--- config.mk ---
export PLATFORM = sky130hd
export DESIGN_NAME = heat_load_top
export DESIGN_NICKNAME = d
export VERILOG_FILES = /design/src/rtl/heat_pkg.sv /design/src/rtl/heat_pattern_chain.sv /design/src/rtl/heat_xor_cascade.sv /design/src/rtl/heat_mem_churn.sv /design/src/rtl/heat_load_top.sv
export SDC_FILE = /design/constraint.sdc
export NUM_CORES = 2
export LEC_CHECK = 0
export ABC_CLOCK_PERIOD_IN_PS = 3800
export BUFFER_PORTS_ARGS = -buffer_cell sky130_fd_sc_hd__buf_2
export CAP_MARGIN = 20
export CORE_ASPECT_RATIO = 0.9
export CORE_MARGIN = 8
export CORE_UTILIZATION = 55
export CTS_BUF_LIST = sky130_fd_sc_hd__clkbuf_8
export CTS_CLUSTER_DIAMETER = 80
export DETAILED_ROUTE_END_ITERATION = 10
export GPL_TIMING_DRIVEN = 0
export PLACE_DENSITY_LB_ADDON = 0.15
export SETUP_SLACK_MARGIN = 0.2
export SYNTH_ARGS = -nofsm -noshare
export SYNTH_HDL_FRONTEND = slang
export SYNTH_SLANG_ARGS = --single-unit
--- constraint.sdc ---
create_clock -name clk -period 3.8 [get_ports clk]
set_input_delay 0.38 -clock clk [delete_from_list [all_inputs] [get_ports clk]]
set_output_delay 0.38 -clock clk [all_outputs]
set_load 0.02 [all_outputs]
--- src/rtl/heat_pkg.sv ---
// Shared types for the thermal load generator.
package heat_pkg;

    // Pattern select encoding; PAT_OFF halts every load section.
    typedef enum logic [1:0] {
        PAT_OFF     = 2'b00,
        PAT_SPARSE  = 2'b01,
        PAT_QUARTER = 2'b10,
        PAT_ALT     = 2'b11
    } pat_mode_e;

endpackage

--- src/rtl/heat_pattern_chain.sv ---
// Long shift chain fed by a repeating pattern.
// Assumes CHAIN_LEN >= HEAD_W, CHAIN_LEN >= TAIL_W and SPARSE_PERIOD a power of two >= 4.
// Flop 0 takes the new bit; the tail word's MSB is the last flop.
module heat_pattern_chain
    import heat_pkg::*;
#(
    parameter int CHAIN_LEN     = 1024,
    parameter int SPARSE_PERIOD = 16,
    parameter int HEAD_W        = 16,
    parameter int TAIL_W        = 16
) (
    input  logic              clk,
    input  logic              rst_n,
    input  logic              run,
    input  pat_mode_e         mode,
    output logic [HEAD_W-1:0] head_word,
    output logic [TAIL_W-1:0] tail_word,
    output logic              head_bit
);
    localparam int PH_W = $clog2(SPARSE_PERIOD);

    logic [CHAIN_LEN-1:0] chain_q;
    logic [PH_W-1:0]      phase_q;
    logic                 inj_bit;

    // Choose the bit injected this cycle from mode and phase.
    always_comb begin
        case (mode)
            PAT_SPARSE:  inj_bit = (phase_q == '0);
            PAT_QUARTER: inj_bit = (phase_q[1:0] == 2'b00);
            PAT_ALT:     inj_bit = ~phase_q[0];
            default:     inj_bit = 1'b0;
        endcase
    end

    // Advance the phase and shift the chain on each running cycle.
    always_ff @(posedge clk) begin
        if (!rst_n) begin
            chain_q <= '0;
            phase_q <= '0;
        end else if (run) begin
            chain_q <= {chain_q[CHAIN_LEN-2:0], inj_bit};
            phase_q <= phase_q + 1'b1;
        end
    end

    assign head_word = chain_q[HEAD_W-1:0];
    assign tail_word = chain_q[CHAIN_LEN-1 -: TAIL_W];
    assign head_bit  = chain_q[0];

endmodule

--- src/rtl/heat_xor_cascade.sv ---
// Cascade of XOR mixing stages, each x ^ rotl(x,1).
// With pipe_on the stages are separated by registers; without it the
// combinational path runs through all stages and can glitch freely.
// Assumes WIDTH >= 2, STAGES >= 1.
module heat_xor_cascade #(
    parameter int WIDTH  = 16,
    parameter int STAGES = 3
) (
    input  logic             clk,
    input  logic             rst_n,
    input  logic             run,
    input  logic             pipe_on,
    input  logic [WIDTH-1:0] din,
    output logic [WIDTH-1:0] dout
);
    for (genvar k = 0; k < STAGES; k++) begin : g_stg
        logic [WIDTH-1:0] s_in;
        logic [WIDTH-1:0] s_mix;
        logic [WIDTH-1:0] s_q;

        if (k == 0) begin : g_first
            assign s_in = din;
        end else begin : g_next
            assign s_in = pipe_on ? g_stg[k-1].s_q : g_stg[k-1].s_mix;
        end

        assign s_mix = s_in ^ {s_in[WIDTH-2:0], s_in[WIDTH-1]};

        // Stage register, loaded on every running cycle.
        always_ff @(posedge clk) begin
            if (!rst_n)   s_q <= '0;
            else if (run) s_q <= s_mix;
        end
    end

    assign dout = pipe_on ? g_stg[STAGES-1].s_q : g_stg[STAGES-1].s_mix;

endmodule

--- src/rtl/heat_mem_churn.sv ---
// Dual-port memory churned by an LFSR: each running cycle writes the
// LFSR word at its low-bit address and reads the address written one
// cycle before (read-first). Memory contents are not reset.
module heat_mem_churn #(
    parameter int              LFSR_W = 16,
    parameter int              ADDR_W = 6,
    parameter logic [LFSR_W-1:0] SEED = 16'hACE1,
    parameter logic [LFSR_W-1:0] TAPS = 16'hB400
) (
    input  logic              clk,
    input  logic              rst_n,
    input  logic              run,
    output logic [LFSR_W-1:0] lfsr_word,
    output logic [LFSR_W-1:0] rd_word
);
    localparam int DEPTH = 1 << ADDR_W;

    logic [LFSR_W-1:0] ram [DEPTH];
    logic [LFSR_W-1:0] lfsr_q;
    logic [LFSR_W-1:0] lfsr_nxt;
    logic [LFSR_W-1:0] rd_q;
    logic [ADDR_W-1:0] waddr;
    logic [ADDR_W-1:0] raddr_q;

    assign lfsr_nxt = (lfsr_q >> 1) ^ (lfsr_q[0] ? TAPS : '0);
    assign waddr    = lfsr_q[ADDR_W-1:0];

    // Write port: current LFSR word every running cycle.
    always_ff @(posedge clk) begin
        if (run) ram[waddr] <= lfsr_q;
    end

    // Step LFSR, trail the address by one cycle, register the read.
    always_ff @(posedge clk) begin
        if (!rst_n) begin
            lfsr_q  <= SEED;
            raddr_q <= '0;
            rd_q    <= '0;
        end else if (run) begin
            lfsr_q  <= lfsr_nxt;
            raddr_q <= waddr;
            rd_q    <= ram[raddr_q];
        end
    end

    assign lfsr_word = lfsr_q;
    assign rd_word   = rd_q;

endmodule

--- src/rtl/heat_load_top.sv ---
// Top of the thermal load generator: chain, XOR cascade and memory churn,
// all folded into a registered checksum, plus a heartbeat LED.
// Assumes CHAIN_LEN >= XOR_W and CHAIN_LEN >= CK_W, LED_BIT >= 1.
module heat_load_top
    import heat_pkg::*;
#(
    parameter int                CHAIN_LEN     = 1024,
    parameter int                SPARSE_PERIOD = 16,
    parameter int                XOR_W         = 16,
    parameter int                XOR_STAGES    = 3,
    parameter int                LFSR_W        = 16,
    parameter int                MEM_AW        = 6,
    parameter logic [LFSR_W-1:0] LFSR_SEED     = 16'hACE1,
    parameter logic [LFSR_W-1:0] LFSR_TAPS     = 16'hB400,
    parameter int                CK_W          = 16,
    parameter int                LED_BIT       = 25
) (
    input  logic            clk,
    input  logic            rst_n,
    input  logic [1:0]      pat_sel,
    input  logic            chain_en,
    input  logic            xor_en,
    input  logic            xor_pipe_en,
    input  logic            mem_en,
    output logic            led,
    output logic [CK_W-1:0] checksum
);
    localparam int LED_CNT_W = LED_BIT + 1;

    pat_mode_e         mode;
    logic              load_on;
    logic              chain_run;
    logic              xor_run;
    logic              mem_run;
    logic [XOR_W-1:0]  head_word;
    logic [CK_W-1:0]   tail_word;
    logic              chain_head_bit;
    logic [XOR_W-1:0]  xor_out;
    logic [LFSR_W-1:0] lfsr_word;
    logic [LFSR_W-1:0] rd_word;
    logic [LED_CNT_W-1:0] led_cnt;
    logic [CK_W-1:0]   ck_next;

    assign mode      = pat_mode_e'(pat_sel);
    assign load_on   = (mode != PAT_OFF);
    assign chain_run = load_on & chain_en;
    assign xor_run   = load_on & xor_en;
    assign mem_run   = load_on & mem_en;

    heat_pattern_chain #(
        .CHAIN_LEN    (CHAIN_LEN),
        .SPARSE_PERIOD(SPARSE_PERIOD),
        .HEAD_W       (XOR_W),
        .TAIL_W       (CK_W)
    ) u_chain (
        .clk      (clk),
        .rst_n    (rst_n),
        .run      (chain_run),
        .mode     (mode),
        .head_word(head_word),
        .tail_word(tail_word),
        .head_bit (chain_head_bit)
    );

    heat_xor_cascade #(
        .WIDTH (XOR_W),
        .STAGES(XOR_STAGES)
    ) u_xor (
        .clk    (clk),
        .rst_n  (rst_n),
        .run    (xor_run),
        .pipe_on(xor_pipe_en),
        .din    (head_word),
        .dout   (xor_out)
    );

    heat_mem_churn #(
        .LFSR_W(LFSR_W),
        .ADDR_W(MEM_AW),
        .SEED  (LFSR_SEED),
        .TAPS  (LFSR_TAPS)
    ) u_mem (
        .clk      (clk),
        .rst_n    (rst_n),
        .run      (mem_run),
        .lfsr_word(lfsr_word),
        .rd_word  (rd_word)
    );

    // Fold an XOR-width word onto the checksum width.
    function automatic logic [CK_W-1:0] fold_x(input logic [XOR_W-1:0] w);
        logic [CK_W-1:0] r;
        r = '0;
        for (int i = 0; i < XOR_W; i++) r[i % CK_W] = r[i % CK_W] ^ w[i];
        return r;
    endfunction

    // Fold an LFSR-width word onto the checksum width.
    function automatic logic [CK_W-1:0] fold_m(input logic [LFSR_W-1:0] w);
        logic [CK_W-1:0] r;
        r = '0;
        for (int i = 0; i < LFSR_W; i++) r[i % CK_W] = r[i % CK_W] ^ w[i];
        return r;
    endfunction

    // Combine the enabled sections into the next checksum value.
    always_comb begin
        ck_next = '0;
        if (chain_en) ck_next = ck_next ^ tail_word;
        if (xor_en)   ck_next = ck_next ^ fold_x(xor_out);
        if (mem_en)   ck_next = ck_next ^ fold_m(rd_word);
    end

    // Register the checksum.
    always_ff @(posedge clk) begin
        if (!rst_n) checksum <= '0;
        else        checksum <= ck_next;
    end

    // Free-running heartbeat counter.
    always_ff @(posedge clk) begin
        if (!rst_n) led_cnt <= '0;
        else        led_cnt <= led_cnt + 1'b1;
    end

    assign led = led_cnt[LED_BIT];

endmodule

==> reports/metrics.cfg <==
[run_status]
status = finished, final reports clean

[timing]
fin_crit_ps = 3774
slew_headroom_pct = 16.00
max_freq_mhz = 265.0
setup_viol = 0
setup_ws_ps = 26.27
slew_viol_final = 0
setup-tns-final_ps = 0
finalHoldViolCount = 0
rsz0062_at_grt = true
tightest_slew_ps = 1260
layout_worst_path_cycle_share_pct = 99.31
finClkSkew_ps = 59.48

[clock_tree]
cts_made_buffers = 353
clk_path_buf_depth = 4
cts_tree = done
cts_sinks = 2176
cts_root_buffer = clkbuf_8
insertion_delay_ps = 1050
htree_levels = 5
cts.clk_slew.worst_paths_ps = 70

[logic_synthesis]
synthArstFlopShare_pct = 0
synth_edf_count = 1024
synth_area_sq_mm = 0.08308
synthTopCellsByArea = edfxtp_1 (37%), dfxtp_1 (28%), nand2_1 (10%)
ys.flop_type = dfxtp_1
yosysUniqueCellTypes = 57
synth_fp_nets = 6919
yosysSeqAreaShare_pct = 64.77
syn_area_per_cell_sq_um = 12.03
ys_ff_latch = 2176
synth_top_area_share_pct = 37.01
yosys.area.top_type = edfxtp_1
synth_warnings = 0
syn_inst = 6908

[min_path]
whs_endpoint = checksum[2]
whs_path_depth = 5
hold_start = mem_en
hp-class = primary input to flop

[final_layout]
area_growth_pct = 13.95
fillerInstances = 11505
final_common_cell = nand2_1
final_area_sq_mm = 0.09467
fin_nets = 7402
final_cell_mix = nand2_1 (2211), dfxtp_1 (1136), a21boi_0 (1052)
drive_gt1_share_pct = 13.28

[floorplan]
dieArea_sq_mm = 0.1638
io_pins = 25
start_util_pct = 55.27
dieWidth_um = 425.7
coreArea_sq_mm = 0.1503
rows = 135
die_y_um = 384.7

[grt]
grt.total_usage_pct = 24.10
grt_pass1_wl_um = 303100
antenna_found_initial = 6
grt_pass1_vias = 51145
grt_max_degree = 57
overflow = 0

[critical_path]
r2r_cells = 6
worstPathRequired_ps = 4510
arrival_ps = 4480
rrSetupSlack_ps = 30
critical_path.max_fanout = 22
critical_path_class = flop to flop
end_kind = flop
critPathLaunchType = flop
r2r-start = u_mem.lfsr_word[3]
r2r_end = u_mem.ram[29][13]

[detailed_routing]
route.detailed.drc = 0
vias = 54138
wire_per_inst_um = 20.92
antenna_left = 0
first_pass_iters = 7
drtIter0Drc = 6270
viasPerCell = 5.620
routed_wl_um = 201500

[power_and_ir_drop]
power.switching_w = 0.01057
powerDensity_mw_per_mm2 = 486.2
p_sw_share_pct = 22.96
p_leak_nw = 30.39
power_frac_comb_pct = 4.8
p_clk_share_pct = 41.3
intPower_w = 0.03545
vdd_ir_drop_max_mv = 0.4345
p_seq_share_pct = 53.9

[placed_design]
dpl_cell_area_sq_mm = 0.08742
dp_hpwl_um = 132300
pre_cts_slack_ps = -1135
gp_routability_congestion = 0.9791
portBuffers = 18

[flow_run]
max-cap-violations = 0

[cell type report]
cell class,instances,area [sq um],area share (%)
Antenna cell,9,22.52,0.02379
Multi-Input combinational cell,4230,27620,29.17
Inverter,5,18.77,0.01982
Timing Repair Buffer,130,1949,2.059
Clock buffer,423,5822,6.150
Tap cell,1986,2485,2.625
Clock inverter,179,763.2,0.8062
Sequential cell,2176,53830,56.86
Buffer,495,2157,2.278
[sequential cells by signal, summed over array words and instances, names as in the netlist]
signal           count
led_cnt             26
u_chain.chain_q   1024
u_mem.rd_word       16
u_xor.g_stg.s_q     48
u_chain.phase_q      4
checksum            16
u_mem.raddr_q        2
u_mem.lfsr_word     16
u_mem.ram         1024
[power by group through the flow]
stage	clock [W]	combinational [W]	sequential (W)
after floorplan	0	0.00131	0.0253
after global placement	0	0.00191	0.0255
after detailed placement	0	0.00215	0.0253
after CTS	0.0194	0.00218	0.0248
after global routing	0.0204	0.00235	0.0248
final	0.0190	0.00221	0.0248
[synth_stat cells, types with 6 or more instances]
library cell / count
edfxtp_1: 1024
clkbuf_1: 412
nand3_1: 35
buf_6: 15
mux2i_1: 91
mux2_2: 11
buf_4: 11
nand2b_1: 20
buf_1: 14
nor2_1: 88
xor2_1: 71
a21boi_0: 1052
o211ai_1: 38
a22oi_1: 26
o21ai_0: 42
o221ai_1: 6
nand4_1: 6
o21ai_1: 8
nor3_1: 16
a2111oi_0: 9
a21oi_1: 18
mux4_1: 14
xnor2_1: 68
a221oi_1: 7
and2_1: 58
dfxtp_1: 1152
nor2b_1: 13
o211a_1: 18
mux4_2: 241
nand2_1: 2217
buf_2: 40
[metrics by stage]
| stage | cells | total power, W | hold WS [ps] | utilization (%) |
|---|---|---|---|---|
| global route | 9628 | 0.04758 | 103.4 | 62.97 |
| CTS | 9620 | 0.04636 | 0.8040 | 62.87 |
| detailed placement | 8994 | 0.02747 | 450.1 | 58.15 |
| floorplan | 6908 | 0.02664 | 432.9 | - |
| finish | 9633 | 0.04602 | 136.3 | 62.97 |
| global placement | 8912 | 0.02738 | 442.9 | 56.99 |
[repair_timing]
item	in CTS	in global routing
setup endpoints to repair	999	358
pin swaps	9	2
setup buffers	21	3
resized for setup	69	21
endpoints found under the hold margin	9	0
hold buffers	4	0
[per-layer routing]
layer / GRT usage (%) / wire [um] / vias up
li1: - / - / 25046
met1: 32.43 / 81770 / 26136
met2: 36.36 / 87910 / 2331
met3: 6.737 / 21600 / 625
met4: 11.43 / 10250 / 0
met5: 0 / 0 / -
[worst max-delay path, cell delays in order (launching register included)]
cell and delay [ps]:
dfxtp_2 650, clkbuf_2 440, clkbuf_2 390, buf_1 570
nand3_2 550, nor2_2 560, buf_8 250
[logic make-up (layout without fill, tap and decap cells)]
group,count (synthesis),in the layout,share of synthesized area [%]
other cells,0,9,0
mux,357,357,8.221
buf+inv,502,1232,2.587
simple gates,2470,2470,11.60
flops,2176,2176,64.77
compound gates,1261,1261,11.32
fa+ha+maj,3,3,0.04518
xor+xnor,139,139,1.465
[worst max path at each step]
stage | to | startpoint
5_1_grt | u_mem.ram[60][6] | u_mem.lfsr_word[2]
3_5_place_dp | u_mem.ram[32][5] | u_mem.lfsr_word[2]
6_report | u_mem.ram[29][13] | u_mem.lfsr_word[3]
3_3_place_gp | u_mem.ram[10][15] | u_mem.lfsr_word[1]
4_1_cts | u_mem.ram[17][7] | u_mem.lfsr_word[2]
2_1_floorplan | u_mem.ram[58][0] | u_mem.lfsr_word[1]
(Power assumes the default switching activity.)
